<file path="config.mk">
export PLATFORM = sky130hd
export DESIGN_NAME = acc_pad_detect
export DESIGN_NICKNAME = d
export VERILOG_FILES = /design/src/rtl/acc_pad_detect.sv
export SDC_FILE = /design/constraint.sdc
export NUM_CORES = 1
export LEC_CHECK = 0
export BUFFER_PORTS_ARGS = -buffer_cell sky130_fd_sc_hd__clkbuf_2
export CAP_MARGIN = 20
export CORE_ASPECT_RATIO = 1.75
export CORE_MARGIN = 10
export CORE_UTILIZATION = 51
export DETAILED_ROUTE_END_ITERATION = 6
export PLACE_DENSITY = 0.76
export SLEW_MARGIN = 5
export SYNTH_ARGS = -nofsm -noshare
export SYNTH_HDL_FRONTEND = slang
export SYNTH_SLANG_ARGS = --single-unit
</file>
<file path="constraint.sdc">
create_clock -name clk -period 7.4 [get_ports clk]
set_input_delay 0.37 -clock clk [delete_from_list [all_inputs] [get_ports clk]]
set_output_delay 0.37 -clock clk [all_outputs]
set_load 0.1 [all_outputs]
</file>
<file path="src/rtl/acc_pad_detect.sv">
module acc_pad_detect #(
  parameter int LEN_W = 16,
  parameter int TOT_W = 32,
  parameter int CNT_W = 4
) (
  input  logic             clk,
  input  logic             rst_n,
  input  logic             seg_start,
  input  logic             seg_sg,
  input  logic [LEN_W-1:0] seg_len,
  output logic             rd_en,
  output logic [LEN_W-1:0] rd_off,
  input  logic [7:0]       rd_data,
  output logic             res_valid,
  output logic             res_final,
  output logic [LEN_W-1:0] res_len,
  output logic [CNT_W-1:0] res_replay,
  output logic             res_append
);

  localparam logic [CNT_W-1:0] CNT_MAX = '1;
  localparam logic [LEN_W-1:0] TAIL_N  = LEN_W'(8);

  typedef enum logic [2:0] {
    S_IDLE, S_TAIL, S_LAST, S_EVAL, S_CAND, S_CWAIT, S_DONE
  } st_t;

  st_t              st;
  logic [2:0]       idx;
  logic [LEN_W-1:0] len_q, off_q, trim_q;
  logic [TOT_W-1:0] tot_q;
  logic [CNT_W-1:0] cnt_q, rep_q;
  logic             sg_q, pend, fin_q, app_q;
  logic [63:0]      tail;

  logic [63:0] tot64, msg64, pad64;
  logic        in_seg, hit, accum, nf_done, f_done;
  logic [LEN_W-1:0] cand_off;

  assign tot64    = 64'(tot_q);
  assign msg64    = tail >> 3;
  assign pad64    = tot64 - msg64;
  assign in_seg   = (msg64 <= tot64) && (pad64 != 64'd0) && (pad64 <= 64'(len_q));
  assign cand_off = len_q - pad64[LEN_W-1:0];
  assign hit      = rd_data == 8'h80;
  assign accum    = seg_sg || (cnt_q != '0);
  assign nf_done  = (st == S_EVAL && !in_seg) || (st == S_CWAIT && !hit);
  assign f_done   = st == S_CWAIT && hit;

  assign rd_en  = st == S_TAIL || st == S_CAND;
  assign rd_off = (st == S_CAND) ? off_q : len_q - TAIL_N + LEN_W'(idx);

  assign res_valid  = st == S_DONE;
  assign res_final  = fin_q;
  assign res_len    = trim_q;
  assign res_replay = rep_q;
  assign res_append = app_q;

  always_ff @(posedge clk) begin
    if (!rst_n) begin
      st     <= S_IDLE;
      idx    <= '0;
      len_q  <= '0;
      off_q  <= '0;
      trim_q <= '0;
      tot_q  <= '0;
      cnt_q  <= '0;
      rep_q  <= '0;
      sg_q   <= 1'b0;
      pend   <= 1'b0;
      fin_q  <= 1'b0;
      app_q  <= 1'b0;
      tail   <= '0;
    end else begin
      pend <= rd_en;
      if (pend) tail <= {tail[55:0], rd_data};

      case (st)
        S_IDLE: if (seg_start) begin
          len_q <= seg_len;
          sg_q  <= seg_sg;
          if (accum) tot_q <= tot_q + TOT_W'(seg_len);
          if (!accum || seg_len < TAIL_N) begin
            st     <= S_DONE;
            fin_q  <= 1'b0;
            trim_q <= seg_len;
            rep_q  <= '0;
            app_q  <= 1'b1;
            if (seg_sg && cnt_q != CNT_MAX) cnt_q <= cnt_q + 1'b1;
          end else begin
            st  <= S_TAIL;
            idx <= '0;
          end
        end
        S_TAIL: begin
          idx <= idx + 3'd1;
          if (idx == 3'd7) st <= S_LAST;
        end
        S_LAST:  st <= S_EVAL;
        S_EVAL: begin
          if (in_seg) begin
            off_q <= cand_off;
            st    <= S_CAND;
          end else begin
            st <= S_DONE;
          end
        end
        S_CAND:  st <= S_CWAIT;
        S_CWAIT: st <= S_DONE;
        S_DONE:  st <= S_IDLE;
        default: st <= S_IDLE;
      endcase

      if (nf_done) begin
        fin_q  <= 1'b0;
        trim_q <= len_q;
        rep_q  <= '0;
        app_q  <= 1'b1;
        if (sg_q && cnt_q != CNT_MAX) cnt_q <= cnt_q + 1'b1;
      end
      if (f_done) begin
        fin_q  <= 1'b1;
        trim_q <= off_q;
        rep_q  <= sg_q ? '0 : cnt_q;
        app_q  <= sg_q || (off_q != '0);
        tot_q  <= '0;
        cnt_q  <= '0;
      end
    end
  end

  a_r10_single_pulse: assert property (@(posedge clk) disable iff (!rst_n)
    res_valid |=> !res_valid);

  a_r5_final_clears: assert property (@(posedge clk) disable iff (!rst_n)
    (res_valid && res_final) |-> (tot_q == '0 && cnt_q == '0));

  a_r4_final_trim_inside: assert property (@(posedge clk) disable iff (!rst_n)
    (res_valid && res_final) |-> res_len < len_q);

  a_r4_nonfinal_whole: assert property (@(posedge clk) disable iff (!rst_n)
    (res_valid && !res_final) |-> res_len == len_q);

  a_r1_read_in_segment: assert property (@(posedge clk) disable iff (!rst_n)
    rd_en |-> rd_off < len_q);

  a_r6_count_step: assert property (@(posedge clk) disable iff (!rst_n)
    !$stable(cnt_q) |-> (cnt_q == '0 || cnt_q == $past(cnt_q) + 1'b1));

  a_r8_replay_only_final: assert property (@(posedge clk) disable iff (!rst_n)
    (res_valid && res_replay != '0) |-> (res_final && !sg_q));

endmodule

</file>
# --- Yosys cells after proc, flatten, opt, wreduce, memory -nomap -nowiden ---
# Index checks and enable logic that the tools add are counted.
totals:
  register_bits: 162
  in_bits: 28
  output_inout_bits: 40
  word_cells: 102
op_classes:
  addsub: 7
  magnitude_cmp: 3
  eq_ne: 12
  muxes: 36
  bitwise_logic: 1
  reduce_logical: 30
ops:
  columns: ["op", "n"]
  rows:
  - ["2-to-1 mux 16 bit", 6]
  - ["less-or-equal comparator 64 x 16 -> 1 bit", 1]
  - ["nonzero test 64 bit", 1]
  - ["subtractor 32 x 61 -> 62 bit", 1]
  - ["less-or-equal comparator 61 x 32 -> 1 bit", 1]
  - ["2-to-1 mux 4 bit", 12]
  - ["adder 32 x 16 -> 32 bit", 1]
  - ["case mux 3 bit (6 select lines)", 1]
  - ["adder 16 x 3 -> 16 bit", 1]
  - ["< comparator 16 x 4 -> 1 bit, second input constant", 1]
  - ["nonzero test 16 bit", 1]
  - ["subtractor 16 bit", 1]
  - ["subtractor 16 x 4 -> 16 bit, second input constant", 1]
  - ["2-to-1 mux 3 bit", 5]
  - ["== test 3 bit, second input constant", 4]
  - ["2-to-1 mux 1 bit", 10]
  - ["AND reduction 3 bit", 3]
  - ["nonzero test 3 bit", 3]
  - ["== test 8 bit, second input constant", 1]
  - ["logical AND 1 bit", 7]
  - ["== test 3 x 2 -> 1 bit, second input constant", 2]
  - ["case mux 3 bit (2 select lines)", 1]
  - ["AND reduction 2 bit", 3]
  - ["logical OR 1 bit", 5]
  - ["other kinds (13)", 16]

# --- Depth between registers and ports, before layout ---
depth:
  word_depth: 9
  mapped_depth: 25
  depth_no_buf: 22

# --- Least setup slack after synthesis ---
# OpenSTA, ideal clock, no wires.
synth_timing:
  path_type: "register to register"
  start: "reg tail[4]"
  end: "reg off_q[0]"
  setup_time_ns: 0.115
  arrival_ns: 4.829
  required_time_ns: 7.285
  path_slack_ns: 2.456
  path_stages_with_launch: 22
  n_path_buf: 3
  synth_period_minus_slack_ns: 4.944
  path_cell_list: "dfxtp_1 inv_1 ha_1 nor2b_1 o31ai_1 o21ai_0 o31a_1 nor2b_1 ha_1 clkbuf_1 nand4_1 or4_1 o21ai_0 or4b_1 a2111oi_2 and4_4 nand2_2 or2_1 buf_6 buf_12 mux2i_1 and2_1"
synth_via:
  elab_chain_len: 5
  elab_cells_between_ends: 7
  cone_classes: "add/sub: 1; order compare: 2; reduce/logical: 4"
synth_rtl:
  columns: ["element", "line", "source"]
  rows:
  - ["start: declaration", "34", "logic [63:0] tail;"]
  - ["start signal: assignment", "76", "if (pend) tail <= {tail[55:0], rd_data};"]
  - ["branches (longest 3 deep; another with less-or-equal comparator 64 x 16 -> 1 bit)", null, null]
  - ["logical AND 1 bit *", "43", "assign in_seg = (msg64 <= tot64) && (pad64 != 64'd0) && (pad64 <= 64'(len_q));"]
  - ["AND reduction 2 bit (no line) *", null, null]
  - ["end signal: assignment", "102", "off_q <= cand_off;"]
  - ["end: declaration", "30", "logic [LEN_W-1:0] len_q, off_q, trim_q;"]
# Every way passes the cells marked *.
# A chain may end at the register's enable or synchronous reset.

# --- Final worst setup path ---
layout_timing:
  start: "reg tot_q[1]"
  end: "reg trim_q[7] (netlist: res_len[7])"
layout_via:
  elab_chain_len: 9
  elab_cells_between_ends: 15
  cone_classes: "add/sub: 1; order compare: 2; mux: 2; reduce/logical: 10"
layout_rtl:
  columns: ["element", "line", "source"]
  rows:
  - ["start: declaration", "31", "logic [TOT_W-1:0] tot_q;"]
  - ["start signal: assignment", "82", "if (accum) tot_q <= tot_q + TOT_W'(seg_len);"]
  - ["branches (longest 3 deep; another with less-or-equal comparator 64 x 16 -> 1 bit)", null, null]
  - ["logical AND 1 bit *", "43", null]
  - ["zero test 1 bit *", "47", "assign nf_done = (st == S_EVAL && !in_seg) || (st == S_CWAIT && !hit);"]
  - ["logical AND 1 bit *", "47", null]
  - ["logical OR 1 bit *", "47", null]
  - ["nonzero test 3 bit (no line) or 2-to-1 mux 16 bit (tied branches)", null, null]
  - ["AND reduction 3 bit (no line) or 2-to-1 mux 16 bit (tied branches)", null, null]
  - ["end signal: assignment", "86", "trim_q <= seg_len;"]
  - ["end signal: assignment", "116", "trim_q <= len_q;"]
  - ["end signal: assignment", "123", "trim_q <= off_q;"]
  - ["end: declaration", "30", null]
# Marks and branches as above.

==> out/results.tsv <==
metric	value	unit
leakage	0.00501	uW
dieArea	0.0286	mm2
cp.required	7.77	ns
synth_area_leaders	dfxtp_1 (29%), ha_1 (9.6%), mux2i_1 (7.1%)	
drv_slew	0	
numPortBuffers	67	
wire_per_inst	20.3	um
num-nets-final	1523	
die_h	216	um
critPathLaunchType	register	
setup-violations-final	0	
min_from	rd_data[0]	
htreeDepth	4	
post-cts-setup-buffer-count	0	
ys_async_sr_fraction	0	
seq_area_frac_synth	0.288	
track_usage	0.236	
cp_max_fo	20	
post_cts_resized	0	
firstDrtPassIters	5	
ys_types	79	
rsz0062_at_grt	false	
critPathTopFamily	compound AO/OA/AOI/OAI gates	
finalInstanceArea	0.0122	mm2
rows	71	
cts.sinks	162	
reg2reg_from	tot_q[1]$_SDFFE_PP0P_	
ys.flop_type	dfxtp_1	
critical_path.cell_chain	ha_1, nor2b_1, o31ai_1, o21ai_0, o31a_1, nor2b_1, ha_1, nand4_1, a2111oi_0, a211o_1, o21ai_0, or4b_1, a2111oi_2, and4_4, a21oi_2, buf_4, a21oi_4, o221ai_1, o31ai_1	
finalSetupTns	0	ns
drc_errors	0	
io_pins	68	
initial_core_util	0.521	
drive_gt1_frac	0.0867	
drt-initial-drc-count	780	
min_period_over_period	0.817	
clkLatencyLatePin	0.45	ns
crit_slowest_cell	o31ai_1	
crit_path_end_kind	register	
dieWidth	132	um
r2r_cells	19	
grt_max_degree	128	
max_cap_violations	0	
overflow	0	
dp_hpwl	27400	um
cts_tree	done	
vias	10192	
timing.hold.ws	0.198	ns
yosysTopAreaCell	dfxtp_1	
yosys-top-cells-count	dfxtp_1 (162), nand2_1 (129), inv_1 (104), nor2b_1 (94), ha_1 (86)	
hp-class	primary input to register	
hold_depth	3	
arrival	6.41	ns
grt_pass1_wl	53500	um
max_slew.worst_pin.slew	1.06	ns
routabilityCongestion	0.989	
period_minus_slack	6.04	ns
root_buffer	clkbuf_16	
fin_skew	0.0114	ns
hold_viol_final	0	
grt_antenna_before_repair	0	
worst-path-buf-inv	1	
slowest_delay	0.61	ns
yosysWarnings	0	
numCtsBuffers	17	
power_density	474	mW/mm2
syn2layout_area_growth	8.33	%
placed_area	0.0117	mm2
path_clk_slew	0.07	ns
diodes	0	
cts_max_path_buffers	2	
synth_area_per_cell	8.13	um2
core_area	0.0216	mm2
min_to	tail[0]$_SDFFE_PN0P_	
synth_cells	1383	
design_power_total	5780	uW
fmax	0.166	GHz
ant_nets	0	
synth_seq_cells	162	
vias_per_cell	5.96	
nFillCells	2057	
synth_top_area_frac	0.288	
yosysMostFrequentCell	dfxtp_1	
timing.slew.headroom	0.295	
ir_worst_vdd	0.260	mV
hold_buffers	0	
crit_type	register to register	
r2r_end	res_len[7]$_SDFFE_PN0P_	
synth-edff-count	0	
synth_area	0.0112	mm2
status	complete, no violations	
regToRegSetupSlack	1.36	ns
totalWireLength	34700	um
grt_pass1_vias	9762	
syn_nets	1501	
==> stage by stage <==
step,setup WS [ns],std cells,util
global route,0.906,1710,0.565
floorplan,2.46,1383,-
finish,1.36,1710,0.565
global placement,1.64,1678,0.540
CTS,1.42,1710,0.565
detailed placement,1.45,1678,0.540
==> cell type report <==
| class | instances | area, um2 | share of cell area |
|---|---|---|---|
| clock buffers | 21 | 450 | 0.0370 |
| clock inverters | 11 | 81.3 | 0.00667 |
| inverters | 104 | 390 | 0.0320 |
| multi-input cells | 1048 | 7280 | 0.597 |
| flip-flops and latches | 162 | 3250 | 0.266 |
| well taps | 292 | 365 | 0.0300 |
| repair buffers | 72 | 375 | 0.0308 |
==> power by group <==
part	total, uW	internal (uW)	switching (uW)
registers	1120	965	155
logic	3840	1240	2610
clock network	817	439	378
total	5780	2640	3140
==> registers in the layout, indices dropped and copies added (netlist names) <==
name	count
st	3
off_q	16
sg_q	1
idx	3
pend	1
res_final	1
res_replay	4
res_append	1
res_len	16
len_q	16
cnt_q	4
tot_q	32
tail	64
==> worst min-delay path: stages <==
cell and delay, ns:
clkbuf_2 0.09, mux2i_1 0.06, nor2b_1 0.09
==> metal layers <==
metal  vias to the layer above  part of all wire  wire length, um  GRT usage
met1                      4807              0.35            12200      0.218
met2                       293              0.53            18200      0.438
met3                       115             0.039             1360     0.0465
met4                         0             0.084             2900      0.193
li1                       4977                 -                -          -
met5                         -                 0                0          0
==> cell usage in the layout (no fill, tap or decap), types with 18 or more instances in the layout <==
cell and n:
clkbuf_2 66, inv_1 104, ha_1 86, dfxtp_1 161, o21ai_0 47, xnor2_1 35
nand4_1 18, o31ai_1 25, a21boi_0 22, xor2_1 29, nor3_1 42, mux2i_1 80
nand2_1 129, nand3_1 53, nor2b_1 94, nor2_1 64, a21oi_1 75
==> how the worst max path moves through the flow <==
stage,startpoint,end,slack [ns],depth (start not counted)
after floorplan,tail[4]$_SDFFE_PN0P_,off_q[0]$_SDFFE_PN0P_,2.46,21
after global placement,tot_q[1]$_SDFFE_PP0P_,res_len[5]$_SDFFE_PN0P_,1.64,18
after detailed placement,tot_q[1]$_SDFFE_PP0P_,res_len[7]$_SDFFE_PN0P_,1.45,19
after CTS,tot_q[1]$_SDFFE_PP0P_,res_len[7]$_SDFFE_PN0P_,1.42,19
after global routing,tot_q[1]$_SDFFE_PP0P_,res_len[11]$_SDFFE_PN0P_,0.91,19
final,tot_q[1]$_SDFFE_PP0P_,res_len[7]$_SDFFE_PN0P_,1.36,19
==> kinds of logic (layout without fill, tap and decap cells) <==
| group | count (synthesis) | in the layout | share of synthesized area |
|---|---|---|---|
| simple gates | 491 | 491 | 0.226 |
| compound gates | 322 | 322 | 0.196 |
| buf+inv | 173 | 208 | 0.0648 |
| flops | 162 | 162 | 0.288 |
| fa+ha+maj | 90 | 90 | 0.103 |
| mux | 81 | 81 | 0.0722 |
| xor+xnor | 64 | 64 | 0.0498 |
Power figures use the tool's default switching activity.
